## config.mk

```make
export PLATFORM = sky130hd
export DESIGN_NAME = sdram_cmd_seq
export DESIGN_NICKNAME = d
export VERILOG_FILES = /design/src/rtl/sdram_seq_pkg.sv /design/src/rtl/seq_delay_cnt.sv /design/src/rtl/seq_refresh_timer.sv /design/src/rtl/seq_cmd_out.sv /design/src/rtl/sdram_cmd_seq.sv
export SDC_FILE = /design/constraint.sdc
export NUM_CORES = 1
export LEC_CHECK = 0
export BUFFER_PORTS_ARGS = -buffer_cell sky130_fd_sc_hd__buf_2
export CORE_MARGIN = 3
export CORE_UTILIZATION = 45
export CTS_CLUSTER_DIAMETER = 100
export DETAILED_ROUTE_END_ITERATION = 10
export PLACE_DENSITY = 0.76
export SLEW_MARGIN = 20
export SYNTH_ARGS = -nofsm -noshare
export SYNTH_HDL_FRONTEND = slang
export SYNTH_SLANG_ARGS = --single-unit
```

## constraint.sdc

```tcl
create_clock -name clk -period 6.3 [get_ports clk]
set_input_delay 0.315 -clock clk [delete_from_list [all_inputs] [get_ports clk]]
set_output_delay 0.315 -clock clk [all_outputs]
set_load 0.02 [all_outputs]
```

## src/rtl/sdram_seq_pkg.sv

```systemverilog
package sdram_seq_pkg;

  // pin encoding {cs_n, ras_n, cas_n, we_n}
  typedef enum logic [3:0] {
    CMD_MRS   = 4'b0000,
    CMD_REF   = 4'b0001,
    CMD_PRE   = 4'b0010,
    CMD_ACT   = 4'b0011,
    CMD_WR    = 4'b0100,
    CMD_RD    = 4'b0101,
    CMD_BST   = 4'b0110,
    CMD_NOP   = 4'b0111,
    CMD_DESEL = 4'b1111
  } cmd_e;

  typedef enum logic [3:0] {
    ST_PWR, ST_IREF1, ST_IREF2, ST_IMRS,
    ST_IDLE, ST_ROW, ST_CLOSE, ST_REF
  } seq_st_e;

  localparam int SINCE_W = 8;

  function automatic int imax(input int a, input int b);
    return (a > b) ? a : b;
  endfunction

  // saturating "cycles since" increment used by the checkers
  function automatic logic [SINCE_W-1:0] sat_inc(input logic [SINCE_W-1:0] v);
    return (v == '1) ? v : v + 1'b1;
  endfunction

endpackage

```

## src/rtl/seq_delay_cnt.sv

```systemverilog
module seq_delay_cnt #(
  parameter int W = 4,
  parameter logic [W-1:0] RST_VAL = '0
) (
  input  logic         clk,
  input  logic         rst_n,
  input  logic         load,
  input  logic [W-1:0] load_val,
  output logic         zero
);
  logic [W-1:0] cnt;

  assign zero = (cnt == '0);

  always_ff @(posedge clk) begin
    if (!rst_n)     cnt <= RST_VAL;
    else if (load)  cnt <= load_val;
    else if (!zero) cnt <= cnt - 1'b1;
  end

endmodule

```

## src/rtl/seq_refresh_timer.sv

```systemverilog
module seq_refresh_timer #(
  parameter int T_REFI = 780
) (
  input  logic clk,
  input  logic rst_n,
  input  logic en,
  input  logic served,
  output logic pending
);
  localparam int TW = $clog2(T_REFI + 1);
  localparam logic [TW-1:0] LAST = TW'(T_REFI - 1);

  logic [TW-1:0] cnt;
  logic          tick;

  assign tick = en && (cnt == LAST);

  always_ff @(posedge clk) begin
    if (!rst_n) begin
      cnt     <= '0;
      pending <= 1'b0;
    end else begin
      if (en) cnt <= tick ? '0 : cnt + 1'b1;
      if (tick)        pending <= 1'b1;
      else if (served) pending <= 1'b0;
    end
  end

  // a refresh request stays until it is served
  p_pending_sticky_r10: assert property (@(posedge clk) disable iff (!rst_n)
    pending && !served |=> pending);

  // serving clears the request unless a new interval just ended
  p_pending_clear_r10: assert property (@(posedge clk) disable iff (!rst_n)
    served && !tick |=> !pending);

endmodule

```

## src/rtl/seq_cmd_out.sv

```systemverilog
module seq_cmd_out
  import sdram_seq_pkg::*;
#(
  parameter int ADDR_W = 13,
  parameter int BA_W   = 2
) (
  input  logic              clk,
  input  logic              rst_n,
  input  cmd_e              cmd_d,
  input  logic [ADDR_W-1:0] addr_d,
  input  logic [BA_W-1:0]   ba_d,
  input  logic              ack_d,
  output logic              cs_n,
  output logic              ras_n,
  output logic              cas_n,
  output logic              we_n,
  output logic [ADDR_W-1:0] addr,
  output logic [BA_W-1:0]   ba,
  output logic              ack
);
  always_ff @(posedge clk) begin
    if (!rst_n) begin
      {cs_n, ras_n, cas_n, we_n} <= CMD_NOP;
      addr <= '0;
      ba   <= '0;
      ack  <= 1'b0;
    end else begin
      {cs_n, ras_n, cas_n, we_n} <= cmd_d;
      addr <= addr_d;
      ba   <= ba_d;
      ack  <= ack_d;
    end
  end

endmodule

```

## src/rtl/sdram_cmd_seq.sv

```systemverilog
module sdram_cmd_seq
  import sdram_seq_pkg::*;
#(
  parameter int ADDR_W   = 13,
  parameter int BA_W     = 2,
  parameter int COL_W    = 10,
  parameter int AP_BIT   = 10,
  parameter int T_INIT   = 100,
  parameter int T_RCD    = 3,
  parameter int T_RAS    = 5,
  parameter int T_RC     = 8,
  parameter int T_RP     = 3,
  parameter int T_WR     = 2,
  parameter int T_MRD    = 2,
  parameter int T_REFI   = 780,
  parameter logic [ADDR_W-1:0] MODE_WORD = 13'h020
) (
  input  logic              clk,
  input  logic              rst_n,
  input  logic              req_valid,
  input  logic              req_we,
  input  logic              req_ap,
  input  logic [BA_W-1:0]   req_ba,
  input  logic [ADDR_W-1:0] req_row,
  input  logic [COL_W-1:0]  req_col,
  output logic              req_ack,
  output logic              init_done,
  output logic              cke,
  output logic              cs_n,
  output logic              ras_n,
  output logic              cas_n,
  output logic              we_n,
  output logic [ADDR_W-1:0] sd_addr,
  output logic [BA_W-1:0]   sd_ba
);
  localparam int TMAX = imax(imax(imax(T_INIT, T_RC), imax(T_RAS, T_RCD)),
                             imax(imax(T_RP, T_WR), T_MRD));
  localparam int CW = $clog2(TMAX + 1);
  localparam logic [CW-1:0] L_INIT = CW'(T_INIT - 1);
  localparam logic [CW-1:0] L_RCD  = CW'(T_RCD - 1);
  localparam logic [CW-1:0] L_RAS  = CW'(T_RAS - 1);
  localparam logic [CW-1:0] L_RC   = CW'(T_RC - 1);
  localparam logic [CW-1:0] L_RP   = CW'(T_RP - 1);
  localparam logic [CW-1:0] L_WR   = CW'(T_WR - 1);
  localparam logic [CW-1:0] L_MRD  = CW'(T_MRD - 1);

  // column word: column in the low bits, bit AP_BIT carries the flag
  function automatic logic [ADDR_W-1:0] col_word(input logic [COL_W-1:0] c,
                                                 input logic ap);
    logic [ADDR_W-1:0] w;
    w = '0;
    w[COL_W-1:0] = c;
    w[AP_BIT] = ap;
    return w;
  endfunction

  function automatic logic [ADDR_W-1:0] all_banks_word();
    logic [ADDR_W-1:0] w;
    w = '0;
    w[AP_BIT] = 1'b1;
    return w;
  endfunction

  // ---------------- state and request latch ----------------
  seq_st_e st_q, st_d;
  logic              lat_we, lat_ap;
  logic [BA_W-1:0]   lat_ba;
  logic [COL_W-1:0]  lat_col;
  logic              init_q;
  logic              apc_q;

  // ---------------- next-command decision ----------------
  cmd_e              cmd_d;
  logic [ADDR_W-1:0] addr_d;
  logic [BA_W-1:0]   ba_d;
  logic              ack_d, apc_d;
  logic              wait_ld, ras_ld, rc_ld;
  logic [CW-1:0]     wait_val;
  logic              ref_served;
  logic              wait_z, ras_z, rc_z, ref_pend;

  // named events for the checkers
  logic ev_act_issue, ev_rw_issue, ev_ref_issue;
  assign ev_act_issue = (cmd_d == CMD_ACT);
  assign ev_rw_issue  = (cmd_d == CMD_RD) || (cmd_d == CMD_WR);
  assign ev_ref_issue = (cmd_d == CMD_REF);

  always_comb begin
    st_d       = st_q;
    cmd_d      = CMD_NOP;
    addr_d     = '0;
    ba_d       = '0;
    ack_d      = 1'b0;
    apc_d      = 1'b0;
    wait_ld    = 1'b0;
    wait_val   = '0;
    ras_ld     = 1'b0;
    rc_ld      = 1'b0;
    ref_served = 1'b0;
    unique case (st_q)
      ST_PWR: if (wait_z) begin
        cmd_d    = CMD_PRE;
        addr_d   = all_banks_word();
        wait_ld  = 1'b1;
        wait_val = L_RP;
        st_d     = ST_IREF1;
      end
      ST_IREF1, ST_IREF2: if (wait_z && rc_z) begin
        cmd_d    = CMD_REF;
        wait_ld  = 1'b1;
        wait_val = L_RC;
        rc_ld    = 1'b1;
        st_d     = (st_q == ST_IREF1) ? ST_IREF2 : ST_IMRS;
      end
      ST_IMRS: if (wait_z && rc_z) begin
        cmd_d    = CMD_MRS;
        addr_d   = MODE_WORD;
        wait_ld  = 1'b1;
        wait_val = L_MRD;
        st_d     = ST_IDLE;
      end
      ST_IDLE: begin
        if (ref_pend) begin
          if (wait_z && ras_z) begin
            cmd_d    = CMD_PRE;
            addr_d   = all_banks_word();
            wait_ld  = 1'b1;
            wait_val = L_RP;
            st_d     = ST_REF;
          end
        end else if (req_valid && wait_z && rc_z) begin
          cmd_d    = CMD_ACT;
          addr_d   = req_row;
          ba_d     = req_ba;
          wait_ld  = 1'b1;
          wait_val = L_RCD;
          ras_ld   = 1'b1;
          rc_ld    = 1'b1;
          st_d     = ST_ROW;
        end
      end
      ST_ROW: if (wait_z) begin
        cmd_d    = lat_we ? CMD_WR : CMD_RD;
        addr_d   = col_word(lat_col, lat_ap);
        ba_d     = lat_ba;
        ack_d    = 1'b1;
        wait_ld  = 1'b1;
        wait_val = lat_we ? L_WR : '0;
        st_d     = ST_CLOSE;
      end
      ST_CLOSE: if (wait_z && ras_z) begin
        if (lat_ap) begin
          apc_d = 1'b1;
        end else begin
          cmd_d = CMD_PRE;
          ba_d  = lat_ba;
        end
        wait_ld  = 1'b1;
        wait_val = L_RP;
        st_d     = ST_IDLE;
      end
      ST_REF: if (wait_z && rc_z) begin
        cmd_d      = CMD_REF;
        wait_ld    = 1'b1;
        wait_val   = L_RC;
        rc_ld      = 1'b1;
        ref_served = 1'b1;
        st_d       = ST_IDLE;
      end
      default: st_d = ST_PWR;
    endcase
  end

  always_ff @(posedge clk) begin
    if (!rst_n) begin
      st_q    <= ST_PWR;
      lat_we  <= 1'b0;
      lat_ap  <= 1'b0;
      lat_ba  <= '0;
      lat_col <= '0;
      init_q  <= 1'b0;
      apc_q   <= 1'b0;
    end else begin
      st_q  <= st_d;
      apc_q <= apc_d;
      if (cmd_d == CMD_MRS) init_q <= 1'b1;
      if (ev_act_issue) begin
        lat_we  <= req_we;
        lat_ap  <= req_ap;
        lat_ba  <= req_ba;
        lat_col <= req_col;
      end
    end
  end

  assign init_done = init_q;
  assign cke       = 1'b1;

  // ---------------- timing counters ----------------
  seq_delay_cnt #(.W(CW), .RST_VAL(L_INIT)) u_wait (
    .clk(clk), .rst_n(rst_n), .load(wait_ld), .load_val(wait_val), .zero(wait_z));

  seq_delay_cnt #(.W(CW), .RST_VAL('0)) u_ras (
    .clk(clk), .rst_n(rst_n), .load(ras_ld), .load_val(L_RAS), .zero(ras_z));

  seq_delay_cnt #(.W(CW), .RST_VAL('0)) u_rc (
    .clk(clk), .rst_n(rst_n), .load(rc_ld), .load_val(L_RC), .zero(rc_z));

  seq_refresh_timer #(.T_REFI(T_REFI)) u_refi (
    .clk(clk), .rst_n(rst_n), .en(init_q), .served(ref_served), .pending(ref_pend));

  seq_cmd_out #(.ADDR_W(ADDR_W), .BA_W(BA_W)) u_out (
    .clk(clk), .rst_n(rst_n), .cmd_d(cmd_d), .addr_d(addr_d), .ba_d(ba_d),
    .ack_d(ack_d), .cs_n(cs_n), .ras_n(ras_n), .cas_n(cas_n), .we_n(we_n),
    .addr(sd_addr), .ba(sd_ba), .ack(req_ack));

  // ---------------- pin-side checkers ----------------
  localparam logic [SINCE_W-1:0] S_RCD = SINCE_W'(T_RCD);
  localparam logic [SINCE_W-1:0] S_RAS = SINCE_W'(T_RAS);
  localparam logic [SINCE_W-1:0] S_RC  = SINCE_W'(T_RC);
  localparam logic [SINCE_W-1:0] S_RP  = SINCE_W'(T_RP);
  localparam logic [SINCE_W-1:0] S_WR  = SINCE_W'(T_WR);
  localparam logic [SINCE_W-1:0] S_MRD = SINCE_W'(T_MRD);

  logic [3:0] pin_cmd;
  logic pin_act, pin_rd, pin_wr, pin_pre, pin_ref, pin_mrs, pin_nop;
  assign pin_cmd = {cs_n, ras_n, cas_n, we_n};
  assign pin_act = (pin_cmd == CMD_ACT);
  assign pin_rd  = (pin_cmd == CMD_RD);
  assign pin_wr  = (pin_cmd == CMD_WR);
  assign pin_pre = (pin_cmd == CMD_PRE);
  assign pin_ref = (pin_cmd == CMD_REF);
  assign pin_mrs = (pin_cmd == CMD_MRS);
  assign pin_nop = (pin_cmd == CMD_NOP);

  logic [SINCE_W-1:0] since_act, since_rc, since_pre, since_wr, since_mrs;
  logic [3:0] last_cmd;
  logic       last_a10;

  always_ff @(posedge clk) begin
    if (!rst_n) begin
      since_act <= '1;
      since_rc  <= '1;
      since_pre <= '1;
      since_wr  <= '1;
      since_mrs <= '1;
      last_cmd  <= CMD_NOP;
      last_a10  <= 1'b0;
    end else begin
      since_act <= pin_act ? SINCE_W'(1) : sat_inc(since_act);
      since_rc  <= (pin_act || pin_ref) ? SINCE_W'(1) : sat_inc(since_rc);
      since_pre <= (pin_pre || apc_q) ? SINCE_W'(1) : sat_inc(since_pre);
      since_wr  <= pin_wr ? SINCE_W'(1) : sat_inc(since_wr);
      since_mrs <= pin_mrs ? SINCE_W'(1) : sat_inc(since_mrs);
      if (!pin_nop) begin
        last_cmd <= pin_cmd;
        last_a10 <= sd_addr[AP_BIT];
      end
    end
  end

  // before init completes only the power-up commands appear
  p_init_cmds_r2: assert property (@(posedge clk) disable iff (!rst_n)
    !init_done && !pin_nop |-> (pin_pre || pin_ref || pin_mrs));

  // mode register settle time
  p_mrd_settle_r3: assert property (@(posedge clk) disable iff (!rst_n)
    !pin_nop |-> since_mrs >= S_MRD);

  // row-to-column delay
  p_rcd_r4: assert property (@(posedge clk) disable iff (!rst_n)
    (pin_rd || pin_wr) |-> since_act >= S_RCD);

  // acknowledge only with a column command
  p_ack_with_rw_r5: assert property (@(posedge clk) disable iff (!rst_n)
    req_ack |-> (pin_rd || pin_wr));

  // explicit single-bank precharge respects active time and write recovery
  p_ras_r6: assert property (@(posedge clk) disable iff (!rst_n)
    pin_pre && !sd_addr[AP_BIT] |-> since_act >= S_RAS);
  p_wr_recovery_r6: assert property (@(posedge clk) disable iff (!rst_n)
    pin_pre |-> since_wr >= S_WR);

  // implicit precharge point respects active time and write recovery
  p_autopre_point_r7: assert property (@(posedge clk) disable iff (!rst_n)
    apc_q |-> (since_act >= S_RAS) && (since_wr >= S_WR) && pin_nop);

  // precharge time before activate or refresh
  p_rp_r8: assert property (@(posedge clk) disable iff (!rst_n)
    (pin_act || pin_ref) |-> since_pre >= S_RP);

  // row cycle time between activates and refreshes
  p_rc_r9: assert property (@(posedge clk) disable iff (!rst_n)
    (pin_act || pin_ref) |-> since_rc >= S_RC);

  // every refresh follows a precharge-all or another refresh
  p_pall_before_ref_r10: assert property (@(posedge clk) disable iff (!rst_n)
    pin_ref |-> ((last_cmd == CMD_PRE) && last_a10) || (last_cmd == CMD_REF));

endmodule

```

## Word level (Yosys, flattened, before mapping)

Cells that the tools add are included.

| operators by class | value |
|---|---|
| add/sub/neg operators | 4 |
| equal/unequal tests | 19 |
| multiplexer cells | 62 |
| bitwise logic cells | 1 |
| reductions and logical operators | 20 |

Operators with widths:

| operator | count |
|---|---|
| one-hot mux 13 bit (4 select lines) | 1 |
| one-hot mux 4 bit (6 select lines) | 2 |
| 2-to-1 mux 3 bit | 12 |
| 2-to-1 mux 4 bit | 9 |
| 2-to-1 mux 11 bit | 3 |
| 2-to-1 mux 13 bit | 2 |
| logical NOT 7 bit | 3 |
| subtractor 7 x 1 -> 7 bit (second input constant) | 3 |
| 2-to-1 mux 2 bit | 10 |
| one-hot mux 3 bit (6 select lines) | 1 |
| equality test 4 x 3 -> 1 bit (second input constant) | 4 |
| 2-to-1 mux 1 bit | 15 |
| 2-to-1 mux 7 bit | 2 |
| equality test 4 x 2 -> 1 bit (second input constant) | 3 |
| != test 2 bit (second input constant) | 6 |
| adder 10 x 1 -> 10 bit (second input constant) | 1 |
| equality test 10 bit (second input constant) | 1 |
| 2-to-1 mux 10 bit | 1 |
| OR reduction 2 bit | 5 |
| logical NOT 4 bit | 2 |
| AND reduction 7 bit | 1 |
| 2-to-1 mux 6 bit | 1 |
| one-hot mux 2 bit (3 select lines) | 1 |
| logical AND 1 bit | 5 |
| other kinds (11) | 12 |

| word-level totals | value |
|---|---|
| register bits | 71 |
| input port bits | 30 |
| output and inout bits | 22 |
| word-level logic and storage cells | 126 |

## Logic depth before layout (Yosys ltp)

| logic depth | value |
|---|---|
| depth after elaboration | 7 |
| mapped depth | 10 |
| mapped depth without buffers | 8 |

## Cells and area by module

A second synthesis with hierarchy kept.

| second synthesis, totals | value |
|---|---|
| cells, all modules | 429 |
| area, all modules | 3756.1 sq um |

By module, submodules not included:

| module | instances | cells each | area each (sq um) | sequential area each (sq um) |
|---|---|---|---|---|
| sdram_cmd_seq | 1 | 172 | 1331.3 | 360.3 |
| seq_delay_cnt at u_ras ... | 2 | 54 | 460.4 | 140.1 |
| seq_cmd_out | 1 | 42 | 538.0 | 400.4 |
| seq_refresh_timer | 1 | 57 | 530.5 | 220.2 |
| seq_delay_cnt at u_wait | 1 | 50 | 435.4 | 140.1 |

## Least setup slack after synthesis

OpenSTA, ideal clock, no wires.

| path | value |
|---|---|
| path type | flip-flop to flip-flop |
| start point | reg u_wait.cnt[0] |
| end point | reg u_rc.cnt[2] |
| library setup time | 0.086 ns |
| arrival | 2.437 ns |
| slack | 3.777 ns |
| cell stages (with the launch flop) | 10 |
| buffers on the path | 1 |
| clock period less this slack | 2.523 ns |
| path through | dfxtp_1 -> inv_1 -> ha_1 -> or4b_4 -> or3_4 -> a21oi_2 -> nor2_1 -> or4b_1 -> buf_2 -> a221oi_2 |

| on the way | value |
|---|---|
| longest elaborated chain between the ends | 7 |
| elaborated cells between the ends (all ways) | 10 |

RTL lines:

| what | RTL line | text |
|---|---|---|
| from (decl) | seq_delay_cnt.sv:11 | `logic [W-1:0] cnt;` |
| from (signal assigned) | seq_delay_cnt.sv:17 | `else if (load) cnt <= load_val;` |
| from (signal assigned) | seq_delay_cnt.sv:18 | `else if (!zero) cnt <= cnt - 1'b1;` |
| logical NOT 7 bit * | seq_delay_cnt.sv:13 | `assign zero = (cnt == '0);` |
| logical AND 1 bit (2 in a row) | sdram_cmd_seq.sv:131 | `end else if (req_valid && wait_z && rc_z) begin` |
| 2-to-1 mux 1 bit | sdram_cmd_seq.sv:131 |  |
| 2-to-1 mux 1 bit | sdram_cmd_seq.sv:123 | `if (ref_pend) begin` |
| one-hot mux 1 bit (2 select lines) * | sdram_cmd_seq.sv:100 | `unique case (st_q)` |
| != test 2 bit (no source line) or 2-to-1 mux 3 bit (tied branches) | n/a |  |
| to (signal assigned) | seq_delay_cnt.sv:17 |  |
| to (signal assigned) | seq_delay_cnt.sv:18 |  |
| to (decl) | seq_delay_cnt.sv:11 |  |

Mark *: on every way between the ends. The rest lies on a longest branch, timed or not.
A chain may end at the register's enable or synchronous reset.

## Final worst setup path

Same ends and word-level chain as after synthesis.

==> impl_metrics.toml <==
[run_status]
status = "finished, final reports clean"

[placement]
io_buffers = 49
placed_cells = 494
post-place-ws_ps = 3440
hpwl_um = 4920
place_area_sq_mm = 0.00355
place.gp.congestion = 0.924

[route]
vias = 2788
via_per_inst = 5.47
drt_wl_total_um = 7190
antenna_left = 0
drt_iter0_markers = 399
routedWlPerCell_um = 14.1
drt_pass1_iterations = 5
drc = 0

[grt]
overflow = 0
antenna_found_initial = 0
grt_max_degree = 43
grt_pass1_vias = 2672
grt_use_total = 0.181
grt_pass1_wl_um = 12300

[clock_tree]
clockBufferDepth = 2
post_cts_buffers = 0
cts_root_buffer = "clkbuf_8"
clk_latency_ps = 350
cts_tree = "yes"
htreeDepth = 3
cts-resized-gates = 0
numClockSinks = 69
clk_pin_slew_ps = 80
ctsHoldBuffers = 0
cts_made_buffers = 9

[synthesis]
synthFlopType = "dfxtp_1"
synth_area_leaders = "dfxtp_1, nand2_1, mux2i_1"
ys_types = 59
synth.cell_area_sq_mm = 0.00324
netlist.area_leader.share = 0.426
synth_xor_area_frac = 0.0621
seq_area_frac_synth = 0.426
synthAdderAreaFrac = 0.0394
yosys_warnings = 0
yosys.area.top_type = "dfxtp_1"
synthCells = 366
synth_compound_area_frac = 0.154
avgSynthCellArea_sq_um = 8.86
synth.area.mux_share = 0.0432
synth-simple-area-share = 0.234
async_flop_share = 0
synth_top_family_by_area = "simple AND/OR/NAND/NOR gates"
synth_nets = 405
synth_seq_cells = 69
synth_edf_count = 0

[final_layout]
final_cell_mix = "dfxtp_1, nand2_1, buf_2"
final_common_cell = "dfxtp_1"
final_cells = 510
final_cell_area_sq_mm = 0.00378
drive_gt1_frac = 0.196
syn_to_final_growth_pct = 16.5
diodes = 0
fin_util = 0.547
nets = 448

[sta]
skew_ps = 9.34
max_freq_mhz = 341
drv_slew = 0
hold_violations = 0
period_minus_slack_ps = 2930
setup_tns_ps = 0
worst_slew_pin_slew_ps = 685
min_period_over_period = 0.465
rsz0062_at_grt = "false"
slew-limit-headroom = 0.541
finalSetupViolCount = 0
worst_slack_ps = 3370

[critical_path]
worstPathRequired_ps = 6560
critPathMaxStageDelay_ps = 750
critical_path_class = "register to register"
crit_chain = "inv_1 -> ha_1 -> or4b_4 -> or3_4 -> a21oi_2 -> nor2_1 -> or4b_1 -> a221oi_2"
startpoint_type = "register"
worstPathMaxFanout = 12
critPathSlowestCell = "or4b_1"
crit_path_end_kind = "register"
worstPathArrival_ps = 3190

[job]
max_cap_viol_count = 0

[floorplanning]
dieArea_sq_mm = 0.00826
start_util = 0.469
rows = 30
io_pins = 52
die_x_um = 90.9
core_sq_mm = 0.00691
die_h_um = 90.9

[power_and_ir_drop]
power_density_mw_per_mm2 = 318
p_leak_uw = 0.00147
vdd.ir_drop.worst_uv = 151

[worst_hold_path]
hp-class = "input pin to register"
-- layout make-up --
| cell class | instances | area, sq um |
|---|---|---|
| Inverter | 10 | 37.5 |
| Clock buffer | 10 | 128 |
| Multi-Input combinational cell | 267 | 1750 |
| Timing Repair Buffer | 52 | 268 |
| Fill cell | 653 | 3130 |
| Sequential cell | 69 | 1380 |
| Clock inverter | 6 | 93.8 |
| Tap cell | 96 | 120 |
-- path summary, 6_finish.rpt --
kind | cells after the start | endpoint | slack [ps] | start
max reg2reg | 8 | u_rc.cnt[2] | 3370 | u_wait.cnt[0]
min | 2 | u_out.addr[11] | 190 | req_row[11]
min reg2reg | 2 | lat_col[2] | 460 | lat_col[2]
max | 8 | u_rc.cnt[2] | 3370 | u_wait.cnt[0]
-- routing by layer --
| layer | global-route usage | share of wire |
|---|---|---|
| met1 | 0.236 | 0.45 |
| met4 | 0.0741 | 0.023 |
| met5 | 0 | 0 |
| met3 | 0.0450 | 0.069 |
| met2 | 0.287 | 0.46 |
-- cell families (layout without fill, tap and decap cells) --
logic type	Yosys count	count (layout)
compound gates	69	69
xor+xnor	23	23
fa+ha+maj	9	9
buf+inv	30	78
flops	69	69
mux	14	14
other cells	2	2
simple gates	150	150
-- critical path, delay by kind of cell (launching register included) --
family          cells  cell delay, ps
buf+inv             1              90
compound gates      2             460
simple gates        4            1800
flops               1             340
fa+ha+maj           1             170
-- sequential cells by signal, indices dropped and copies added, names as in the netlist, 2 cells and up --
| signal | cells |
|---|---|
| lat_col | 10 |
| st_q | 3 |
| u_out.ba | 2 |
| u_refi.cnt | 10 |
| u_ras.cnt | 7 |
| lat_ba | 2 |
| u_rc.cnt | 7 |
| u_out.addr | 13 |
| u_wait.cnt | 7 |
-- report_power, final --
| part | internal, uW | switching, uW |
|---|---|---|
| Clock | 226 | 173 |
| Sequential | 474 | 37.0 |
| Combinational | 127 | 161 |
| Total | 828 | 371 |
-- cell usage after synthesis (6+ instances only) --
master    instances
dfxtp_1          69
nor2_1           31
xnor2_1          13
mux2i_1          14
a32o_1           11
nor3_1           15
o21ai_1           6
inv_1             7
nand2b_1          6
xor2_1           10
a31oi_1           6
clkbuf_1         11
ha_1              7
nand3_1          11
nand2_1          54
a21oi_1          20
-- metrics by stage --
| stage | hold WS (ps) | total power [uW] |
|---|---|---|
| 2_1_floorplan | 426 | 748 |
| 6_report | 187 | 1200 |
| 4_1_cts | 173 | 1210 |
| 5_1_grt | 182 | 1270 |
| 3_5_place_dp | 452 | 804 |
| 3_3_place_gp | 438 | 794 |
No activity file was read; power rests on OpenSTA's default activity.
